[src/rtl/stpc_pkg.sv]
package stpc_pkg;
   localparam int ST_W = 3;
   typedef enum logic [ST_W-1:0] {
      ST_RUN        = 3'd0,
      ST_WAIT_BND   = 3'd1,
      ST_FLUSH      = 3'd2,
      ST_DRAIN      = 3'd3,
      ST_SPECIAL    = 3'd4,
      ST_WAIT_WB    = 3'd5,
      ST_STOP_GRANT = 3'd6,
      ST_STOP_CLOCK = 3'd7
   } stpc_state_t;
endpackage

[src/rtl/stpc_sync.sv]
module stpc_sync #(
   parameter int STAGES   = 2,
   parameter bit RST_VAL  = 1'b0
) (
   input  logic clk,
   input  logic rst_n,
   input  logic d_in,
   output logic q_out
);
   if (STAGES < 2) begin : g_bad_depth
      $error("stpc_sync: STAGES must be at least 2");
   end

   logic [STAGES-1:0] chain;

   for (genvar i = 0; i < STAGES; i++) begin : g_stage
      always_ff @(posedge clk or negedge rst_n) begin
         if (!rst_n) begin
            chain[i] <= RST_VAL;
         end else begin
            if (i == 0) begin
               chain[i] <= d_in;
            end else begin
               chain[i] <= chain[(i > 0) ? i-1 : 0];
            end
         end
      end
   end

   assign q_out = chain[STAGES-1];
endmodule

[src/rtl/stpc_wbq.sv]
module stpc_wbq #(
   parameter bit HONOR_WB = 1'b1
) (
   input  logic wb_empty,
   input  logic wb_mask,
   output logic wb_ok
);
   if (HONOR_WB) begin : g_honor
      assign wb_ok = wb_empty | wb_mask;
   end else begin : g_ignore
      logic unused_in;
      assign unused_in = wb_empty ^ wb_mask;
      assign wb_ok = 1'b1;
   end
endmodule

[src/rtl/stpc_fsm.sv]
module stpc_fsm
   import stpc_pkg::*;
(
   input  logic        clk,
   input  logic        rst_n,
   input  logic        req,
   input  logic        insn_boundary,
   input  logic        flush_done,
   input  logic        bus_pending,
   input  logic        sg_ready,
   input  logic        wb_ok,
   input  logic        busclk_stopped,
   output stpc_state_t state
);
   stpc_state_t nxt;

   always_comb begin
      nxt = state;
      unique case (state)
         ST_RUN:        if (req) nxt = ST_WAIT_BND;
         ST_WAIT_BND: begin
            if (!req)               nxt = ST_RUN;
            else if (insn_boundary) nxt = ST_FLUSH;
         end
         ST_FLUSH:      if (flush_done) nxt = ST_DRAIN;
         ST_DRAIN:      if (!bus_pending) nxt = ST_SPECIAL;
         ST_SPECIAL:    if (sg_ready) nxt = ST_WAIT_WB;
         ST_WAIT_WB:    if (wb_ok) nxt = ST_STOP_GRANT;
         ST_STOP_GRANT: begin
            if (!req)                nxt = ST_RUN;
            else if (busclk_stopped) nxt = ST_STOP_CLOCK;
         end
         ST_STOP_CLOCK: if (!busclk_stopped) nxt = ST_STOP_GRANT;
         default:       nxt = ST_RUN;
      endcase
   end

   always_ff @(posedge clk or negedge rst_n) begin
      if (!rst_n) state <= ST_RUN;
      else        state <= nxt;
   end
endmodule

[src/rtl/stpc_seq.sv]
module stpc_seq
   import stpc_pkg::*;
#(
   parameter int SYNC_STAGES = 2,
   parameter bit HONOR_WB    = 1'b1
) (
   input  logic            clk,
   input  logic            rst_n,
   input  logic            stop_req_n,
   input  logic            insn_boundary,
   output logic            flush_req,
   input  logic            flush_done,
   input  logic            bus_pending,
   output logic            sg_req,
   input  logic            sg_ready,
   input  logic            wb_empty,
   input  logic            wb_mask,
   input  logic            busclk_stopped,
   output logic            clk_en,
   output logic [ST_W-1:0] state_o
);
   logic        req_n_sync;
   logic        req;
   logic        wb_ok;
   stpc_state_t state;

   stpc_sync #(.STAGES(SYNC_STAGES), .RST_VAL(1'b1)) u_sync (
      .clk   (clk),
      .rst_n (rst_n),
      .d_in  (stop_req_n),
      .q_out (req_n_sync)
   );

   assign req = ~req_n_sync;

   stpc_wbq #(.HONOR_WB(HONOR_WB)) u_wbq (
      .wb_empty (wb_empty),
      .wb_mask  (wb_mask),
      .wb_ok    (wb_ok)
   );

   stpc_fsm u_fsm (
      .clk            (clk),
      .rst_n          (rst_n),
      .req            (req),
      .insn_boundary  (insn_boundary),
      .flush_done     (flush_done),
      .bus_pending    (bus_pending),
      .sg_ready       (sg_ready),
      .wb_ok          (wb_ok),
      .busclk_stopped (busclk_stopped),
      .state          (state)
   );

   assign flush_req = (state == ST_FLUSH);
   assign sg_req    = (state == ST_SPECIAL);
   assign clk_en    = !((state == ST_STOP_GRANT) || (state == ST_STOP_CLOCK));
   assign state_o   = state;
endmodule

[config.mk]
export PLATFORM = sky130hd
export DESIGN_NAME = stpc_seq
export DESIGN_NICKNAME = d
export VERILOG_FILES = /design/src/rtl/stpc_pkg.sv /design/src/rtl/stpc_sync.sv /design/src/rtl/stpc_wbq.sv /design/src/rtl/stpc_fsm.sv /design/src/rtl/stpc_seq.sv
export SDC_FILE = /design/constraint.sdc
export NUM_CORES = 1
export LEC_CHECK = 0
export BUFFER_PORTS_ARGS = -buffer_cell sky130_fd_sc_hd__buf_2
export CORE_AREA = 5 5 42 44
export CTS_BUF_LIST = sky130_fd_sc_hd__clkbuf_4
export DETAILED_ROUTE_END_ITERATION = 12
export DIE_AREA = 0 0 47 49
export GPL_ROUTABILITY_DRIVEN = 0
export PLACE_DENSITY = 0.52
export SETUP_SLACK_MARGIN = 0.5
export SLEW_MARGIN = 20
export SYNTH_ARGS = -nofsm -noshare
export SYNTH_HDL_FRONTEND = slang
export SYNTH_SLANG_ARGS = --single-unit
[constraint.sdc]
create_clock -name clk -period 2.6 [get_ports clk]
set_input_delay 0.52 -clock clk [delete_from_list [all_inputs] [get_ports clk]]
set_output_delay 0.52 -clock clk [all_outputs]
set_load 0.005 [all_outputs]
==> impl_metrics.yaml, run 1 <==
synthesis:
  synth_edf_count: 0
  yosysUniqueCellTypes: 21
  syn-num-nets: 46
  synthFlopType: "dfrtp_1"
  synthArstFlopShare_pct: 100.0
  synth_top_area_share_pct: 24.00
  ys_seq_area_share_pct: 40.80
  syn_inst: 36
  yosys-top-cells-area: "dfrtp_1, dfstp_2, buf_6, a21oi_1, nand2_1"
  netlist_top_cells_count: "nand2_1, a21oi_1, dfrtp_1, nor2_1"
  synth_top_cell_by_area: "dfrtp_1"
  synth_warnings: 0
  avgSynthCellArea_um2: 8.689
  syn_area_um2: 312.8
  synth_seq_cells: 5
  yosysMostFrequentCell: "nand2_1"
setup_path:
  worst-endpoint-arrival_ps: 1220
  setup.worst_path.end_class: "output port"
  required_ps: 2080
  rrSetupSlack_ps: 1320
  startpoint: "u_fsm.state[2]"
  rr_worst_depth: 3
  path_max_fanout: 10
  cp-start-kind: "flip-flop"
  critical_path_class: "reg -> out"
  cp-endpoint: "flush_req"
  rr_endpoint: "u_fsm.state[0]"
  worstReg2RegStart: "u_fsm.state[1]"
global_route:
  track_usage_pct: 7.365
  grt_pass1_wl_um: 1152
  grt_overflow: 0
  antenna_found_initial: 0
  grt_pass1_vias: 277
  grt_max_degree: 16
floorplanning:
  core_mm2: 0.001401
  start_util_pct: 22.32
  fp.dieW_um: 47
  rows: 14
  die_y_um: 49
  io_pins: 16
  fp.dieArea_mm2: 0.002303
pwr:
  finalPower_uw: 435.3
  p_per_area_mw_per_mm2: 1067
  leakagePower_nw: 0.1981
  ir_worst_vdd_uv: 643.8
final_layout:
  areaGrowthSynthToFinish_pct: 30.40
  n_fill_cell: 166
  layout-drive-gt1-share_pct: 44.23
  layout.nets: 63
  final_core_util_pct: 29.11
  diodes: 0
timing:
  slew_headroom_pct: 75.57
  finClkSkew_ps: 4.806
  setup_viol: 0
  hold_viol: 0
  worst_slack_ps: 862.9
  maxSlewViolCount: 0
  fin_tns_setup_ps: 0
  fmax_mhz: 575.7
  rsz0062_at_grt: "no"
  period_minus_slack_ps: 1737
  fin_crit_sh_pct: 66.81
  tightestPinTransition_ps: 357.2
clocking:
  cts_buffer_depth: 2
  cts_setup_buffers: 0
  cts-root-buf: "clkbuf_4"
  clk_pin_slew_ps: 40
  clkSinkCount: 5
  htree_levels: 1
  insertion_delay_ps: 240
  cts_tree: "built"
  holdBufCountCts: 0
  ctsResizeCount: 0
  cts_buffers: 3
drt:
  dr_wl_met3_um: 73
  drtPass1Iterations: 2
  wire_per_inst_um: 10.90
  highest_layer: "met4"
  drtAntennaViolNets: 0
  vias: 302
  wl_met1_um: 354
  wl_um: 741
  wl_met2_um: 309
  drt_iter0_markers: 5
  routed_via_density: 4.441
  drc_errors: 0
min_path:
  hold_class: "in -> async"
place:
  pre_cts_slack_ps: 1127
  hpwl_um: 565.2
  io_buffers: 15
run:
  maxCapViolCount: 0
outcome:
  status: "complete, no violations"
[registers in the layout (all words and copies together), names as in the netlist]
name and cells:
u_fsm.state 3, u_sync.chain 1, u_sync.q_out 1
[layout by cell type (no fill, tap or decap), drive strengths merged]
| cell | synthesis | layout |
|---|---|---|
| buf | 3 | 15 |
| a2111oi | 1 | 1 |
| and3 | 1 | 1 |
| o211ai | 1 | 1 |
| or2b | 1 | 1 |
| o21bai | 1 | 1 |
| dfrtp | 3 | 3 |
| clkbuf | 0 | 4 |
| dfstp | 2 | 2 |
| a311oi | 1 | 1 |
| a21oi | 4 | 4 |
| o21a | 1 | 1 |
| inv | 3 | 3 |
| a211o | 1 | 1 |
| nand2 | 5 | 5 |
| a221oi | 1 | 1 |
| o22ai | 1 | 1 |
| nor2 | 4 | 4 |
| nor3 | 2 | 2 |
[power by group]
group          leakage [nW]  internal, mW  switching (mW)
logic                 0.123        0.0906          0.0734
registers            0.0572         0.104          0.0674
clock network        0.0184        0.0684          0.0311
total                 0.198         0.263           0.172
[metal layers]
layer	global-route usage, %	vias up
li1	-	161
met1	9.620	129
met2	8.145	10
met3	5.904	2
met4	4.147	0
met5	0	-
[stage by stage]
stage          cell area, um^2  hold slack, ps  cells
6_report                 407.9           78.79     68
5_1_grt                  407.9           65.80     68
4_1_cts                  407.9           75.57     68
3_5_place_dp             377.9           336.5     64
3_3_place_gp             377.9           337.6     64
2_1_floorplan            312.8           224.4     36
[critical path: stages (launching register included)]
cell	delay, ps
dfrtp_1	510
inv_1	150
and3_1	200
buf_2	120
[cell families (layout without fill, tap and decap cells)]
logic type / count (synthesis) / count (layout) / share of synthesized area (%)
buffers and inverters: 6 / 22 / 13.20
and+or+nand+nor: 13 / 13 / 19.20
AOI/OAI and AO/OA: 12 / 12 / 26.81
DFF: 5 / 5 / 40.80
[final cells by class]
type	count	area (um^2)	area share, %
Clock buffer	4	30.03	7.362
Inverter	3	11.26	2.761
Multi-Input combinational cell	25	143.9	35.28
Sequential cell	5	127.6	31.29
Tap cell	16	20.02	4.908
Timing Repair Buffer	15	75.07	18.40
[how the worst min path moves through the flow]
stage,startpoint,to,slack (ps),cells past startpoint
finish,rst_n,u_fsm.state[2],80,1
global route,rst_n,u_fsm.state[0],70,1
CTS,rst_n,u_fsm.state[0],80,1
detailed placement,rst_n,u_fsm.state[0],340,1
global placement,rst_n,u_fsm.state[0],340,1
floorplan,rst_n,u_fsm.state[0],220,0
Power figures use the tool's default switching activity.
==> run 2: changes to the inputs <==
==> constraint.sdc (replaced) <==
create_clock -name clk -period 1.7 [get_ports clk]
set_input_delay 0.34 -clock clk [delete_from_list [all_inputs] [get_ports clk]]
set_output_delay 0.34 -clock clk [all_outputs]
set_load 0.005 [all_outputs]
==> run 2 against run 1 <==
Critical path depth is the same. Non-clock buffer count is 13 higher. First-iteration DRC count fell by 60%. Largest cell class is now non-clock buffers. Largest power group is now combinational cells.
==> impl_metrics.yaml, run 2 (synthesized netlist as in run 1, its figures left out) <==
outcome:
  status: "complete, no violations"
setup_path:
  worst-endpoint-arrival_ps: 1020
  critical_path_class: "reg -> out"
  rrSetupSlack_ps: 400
  required_ps: 1360
  path_max_fanout: 5
  cp-start-kind: "flip-flop"
  setup.worst_path.end_class: "output port"
final_layout:
  diodes: 0
  fin_area_um2: 599.3
  layout.nets: 76
  final_cell_mix: "buf_2, buf_4, nand2_1, clkbuf_4, buf_6"
  largest_reg_flops: 3
  layout-drive-gt1-share_pct: 69.23
  final_common_cell: "buf_2"
  areaGrowthSynthToFinish_pct: 91.60
  top_register: "u_fsm.state"
timing:
  maxSlewViolCount: 0
  finClkSkew_ps: 5.864
  slew_headroom_pct: 79.71
  fmax_mhz: 737.6
  hold_viol: 0
  tightestPinTransition_ps: 304.3
  fin_tns_setup_ps: 0
  fin_crit_sh_pct: 79.75
  setup_viol: 0
  rsz0062_at_grt: "yes"
  period_minus_slack_ps: 1356
drt:
  routed_via_density: 4.605
  drtAntennaViolNets: 0
  wl_um: 991
  vias: 373
  wire_per_inst_um: 12.23
  drtPass1Iterations: 2
  drt_iter0_markers: 2
  drc_errors: 0
floorplanning:
  die_y_um: 49
  io_pins: 16
  start_util_pct: 22.32
  fp.dieArea_mm2: 0.002303
  core_mm2: 0.001401
  fp.dieW_um: 47
  rows: 14
run:
  maxCapViolCount: 0
global_route:
  grt_pass1_wl_um: 1462
  grt_overflow: 0
  track_usage_pct: 9.013
  grt_pass1_vias: 382
  antenna_found_initial: 0
  grt_max_degree: 9
pwr:
  leakagePower_nw: 0.2770
  power.switching_uw: 404.8
  ir_worst_vdd_uv: 722.2
  power.share.sequential_pct: 20.9
  p_sw_share_pct: 37.18
  internal_power_uw: 683.8
  p_per_area_mw_per_mm2: 1816
  power_frac_comb_pct: 64.8
  clkPwrFrac_pct: 14.3
place:
  hpwl_um: 575.1
  placed_area_um2: 377.9
  io_buffers: 15
clocking:
  cts_tree: "built"
  cts-root-buf: "clkbuf_4"
  cts_buffer_depth: 2
  clk_pin_slew_ps: 50
  cts_buffers: 3
  htree_levels: 1
  insertion_delay_ps: 240
  clkSinkCount: 5
min_path:
  hold_class: "in -> reg"
run 2: per-layer routing:
metal  vias to the layer above  track usage (%)  routed length [um]
li1                        184                -                   -
met5                         -                0                   0
met4                         0            4.608                  17
met1                       172            9.910                 355
met3                         2            6.642                 108
met2                        15            12.44                 510
run 2: final timing paths:
| check | cells past startpoint | from | end |
|---|---|---|---|
| min in group asynchronous | 2 | rst_n | u_fsm.state[0] |
| worst min-delay path | 1 | stop_req_n | u_sync.chain[0] |
| worst min register to register | 0 | u_sync.chain[0] | u_sync.q_out |
| worst max-delay path | 3 | u_fsm.state[2] | flush_req |
| max in group asynchronous | 2 | rst_n | u_sync.q_out |
| worst max register to register | 5 | u_fsm.state[2] | u_fsm.state[0] |
run 2: what timing repair did:
action / in CTS / in global routing
pin swaps: 3 / 4
hold buffers: 1 / 0
endpoints found under the hold margin: 3 / 0
setup endpoints to repair: 7 / 8
setup buffers: 8 / 4
gates resized for setup: 13 / 6
run 2: power groups by stage:
| stage | clock network [mW] | registers, mW | logic [mW] |
|---|---|---|---|
| after floorplan | 0 | 0.196 | 0.277 |
| after global placement | 0 | 0.264 | 0.259 |
| after detailed placement | 0 | 0.267 | 0.260 |
| after CTS | 0.161 | 0.229 | 0.568 |
| after global routing | 0.172 | 0.235 | 0.766 |
| final | 0.156 | 0.228 | 0.705 |
run 2: critical path, stage by stage (launching register included):
cell and delay [ps]:
dfrtp_2 430, inv_4 80, and3_1 150, buf_2 110
run 2: layout make-up:
cell class | count | area [um^2]
Clock buffer | 4 | 30.03
Sequential cell | 5 | 131.4
Fill cell | 140 | 802.0
Inverter | 3 | 13.76
Tap cell | 16 | 20.02
Multi-Input combinational cell | 25 | 196.4
Timing Repair Buffer | 28 | 207.7
run 2: metrics by stage:
step / setup slack [ps] / hold slack [ps] / instances / power (mW) / util (%)
global placement: 370.2 / 159.6 / 64 / 0.5230 / 26.96
global route: 297.3 / 189.8 / 81 / 1.173 / 42.77
detailed placement: 368.6 / 157.2 / 64 / 0.5270 / 26.96
finish: 344.3 / 202.6 / 81 / 1.089 / 42.77
CTS: 339.3 / 193.4 / 77 / 0.9574 / 38.75
floorplan: 558.5 / 44.41 / 36 / 0.4732 / -
==> run 3: changes to the inputs <==
==> constraint.sdc (replaced) <==
create_clock -name clk -period 1.3 [get_ports clk]
set_input_delay 0.26 -clock clk [delete_from_list [all_inputs] [get_ports clk]]
set_output_delay 0.26 -clock clk [all_outputs]
set_load 0.005 [all_outputs]
==> run 3 against run 2 <==
Register-to-register slack got worse by 340 ps. Combinational power increased by 26%. Clock power increased by 28%. Final area decreased by 1.5%. Final cell count decreased by 2.5%. Sequential share of layout area increased by 0.33 points. Sequential power increased by 44%. Die area unchanged.
==> impl_metrics.yaml, run 3 (synthesized netlist as in run 1, its figures left out) <==
final_layout:
  layout.nets: 74
  areaGrowthSynthToFinish_pct: 88.80
  largest_reg_flops: 3
  top_register: "u_fsm.state"
  diodes: 0
  layout-drive-gt1-share_pct: 71.43
  final_common_cell: "buf_2"
  final_core_util_pct: 42.14
  instances_no_fill: 79
  final_cell_mix: "buf_2, buf_4, nand2_1, buf_6, clkbuf_4"
setup_path:
  setup.worst_path.end_class: "output port"
  worst-endpoint-arrival_ps: 1010
  crit_family: "flip-flops"
  required_ps: 1040
  path_max_fanout: 5
  rr_worst_depth: 4
  critPathMaxStageDelay_ps: 420
  worstSetupPathDepth: 3
  critical_path_class: "reg -> out"
  cp_num_buf_inv: 2
  path_cells: "inv_4 > and3_1 > buf_2"
  cp-start-kind: "flip-flop"
  critPathSlowestCell: "dfrtp_2"
timing:
  tightestPinTransition_ps: 300.6
  setup_viol: 0
  maxSlewViolCount: 0
  period_minus_slack_ps: 1272
  slew_headroom_pct: 79.92
  fin_tns_setup_ps: 0
  finClkSkew_ps: 4.743
  hold_viol: 0
  holdWs_ps: 120.3
  rsz0062_at_grt: "yes"
  fmax_mhz: 786.4
  fin_crit_sh_pct: 97.81
  worst_slack_ps: 28.44
clocking:
  insertion_delay_ps: 240
  cts_buffers: 3
  cts-root-buf: "clkbuf_4"
  clkSinkCount: 5
  htree_levels: 1
  cts_buffer_depth: 2
  clk_pin_slew_ps: 40
  cts_tree: "built"
floorplanning:
  io_pins: 16
  core_mm2: 0.001401
  fp.dieArea_mm2: 0.002303
  rows: 14
  start_util_pct: 22.32
  fp.dieW_um: 47
  die_y_um: 49
place:
  pre_cts_slack_ps: 44.88
  place_inst: 65
  io_buffers: 15
  hpwl_um: 582.6
pwr:
  leakagePower_nw: 0.2732
  ir_worst_vdd_uv: 973.1
  p_per_area_mw_per_mm2: 2402
global_route:
  grt_overflow: 0
  track_usage_pct: 7.861
  grt_pass1_vias: 325
  grt_max_degree: 10
  antenna_found_initial: 0
  grt_pass1_wl_um: 1331
drt:
  wire_per_inst_um: 12.49
  drc_errors: 0
  drtPass1Iterations: 2
  drtAntennaViolNets: 0
  wl_um: 987
  vias: 373
  drt_iter0_markers: 2
  routed_via_density: 4.722
min_path:
  hold_path_depth: 1
  hold_class: "in -> reg"
outcome:
  status: "complete, no violations"
run:
  maxCapViolCount: 0
run 3: changes by cell type in the layout (fill, tap and decap cells not counted), sizes merged:
cell,previous run,this run
buf,27,25
run 3: layer usage:
layer  global-route usage [%]  wire length [um]  vias to the layer above
met5                        0                 0                        -
met4                    6.912                35                        0
met3                    1.476                72                        4
met2                    10.41               538                       13
met1                    10.29               341                      174
li1                         -                 -                      182
run 3: cell type report:
type                    count  area, um^2
repair buffers             26       196.4
multi-input cells          25       198.9
inverters                   3       13.76
fillers                   147       810.8
clock buffers               4       30.03
flip-flops and latches      5       131.4
well taps                  16       20.02
run 3: what timing repair did:
| item | in CTS | in global routing |
|---|---|---|
| resized for setup | 4 | 14 |
| pin swaps | 3 | 6 |
| endpoints found under the hold margin | 3 | 0 |
| buffers inserted | 6 | 3 |
| setup endpoints to repair | 9 | 9 |
| hold buffers | 1 | 0 |
run 3: worst reg2reg max path: stages (launching register included):
cell and delay [ps]:
dfstp_2 600, nor2_2 50, a211o_1 270, a21oi_2 140, a311oi_2 50
run 3: path summary, 6_finish.rpt:
kind	from	end	slack [ps]
max	u_fsm.state[2]	flush_req	30
min	stop_req_n	u_sync.chain[0]	120
max reg2reg	u_sync.q_out	u_fsm.state[0]	60
min reg2reg	u_sync.chain[0]	u_sync.q_out	350
max in group asynchronous	rst_n	u_sync.q_out	730
min in group asynchronous	rst_n	u_fsm.state[1]	350
run 3: metrics by stage:
stage	instance area (um^2)	power [mW]
final	590.6	1.418
after CTS	504.2	1.168
after detailed placement	396.6	0.7405
after floorplan	327.8	0.6659
after global routing	590.6	1.537
after global placement	396.6	0.7410
run 3: where the power goes:
group	internal (mW)	total [mW]	switching (mW)
sequential	0.219	0.328	0.109
clock	0.137	0.200	0.0629
combinational	0.527	0.890	0.364
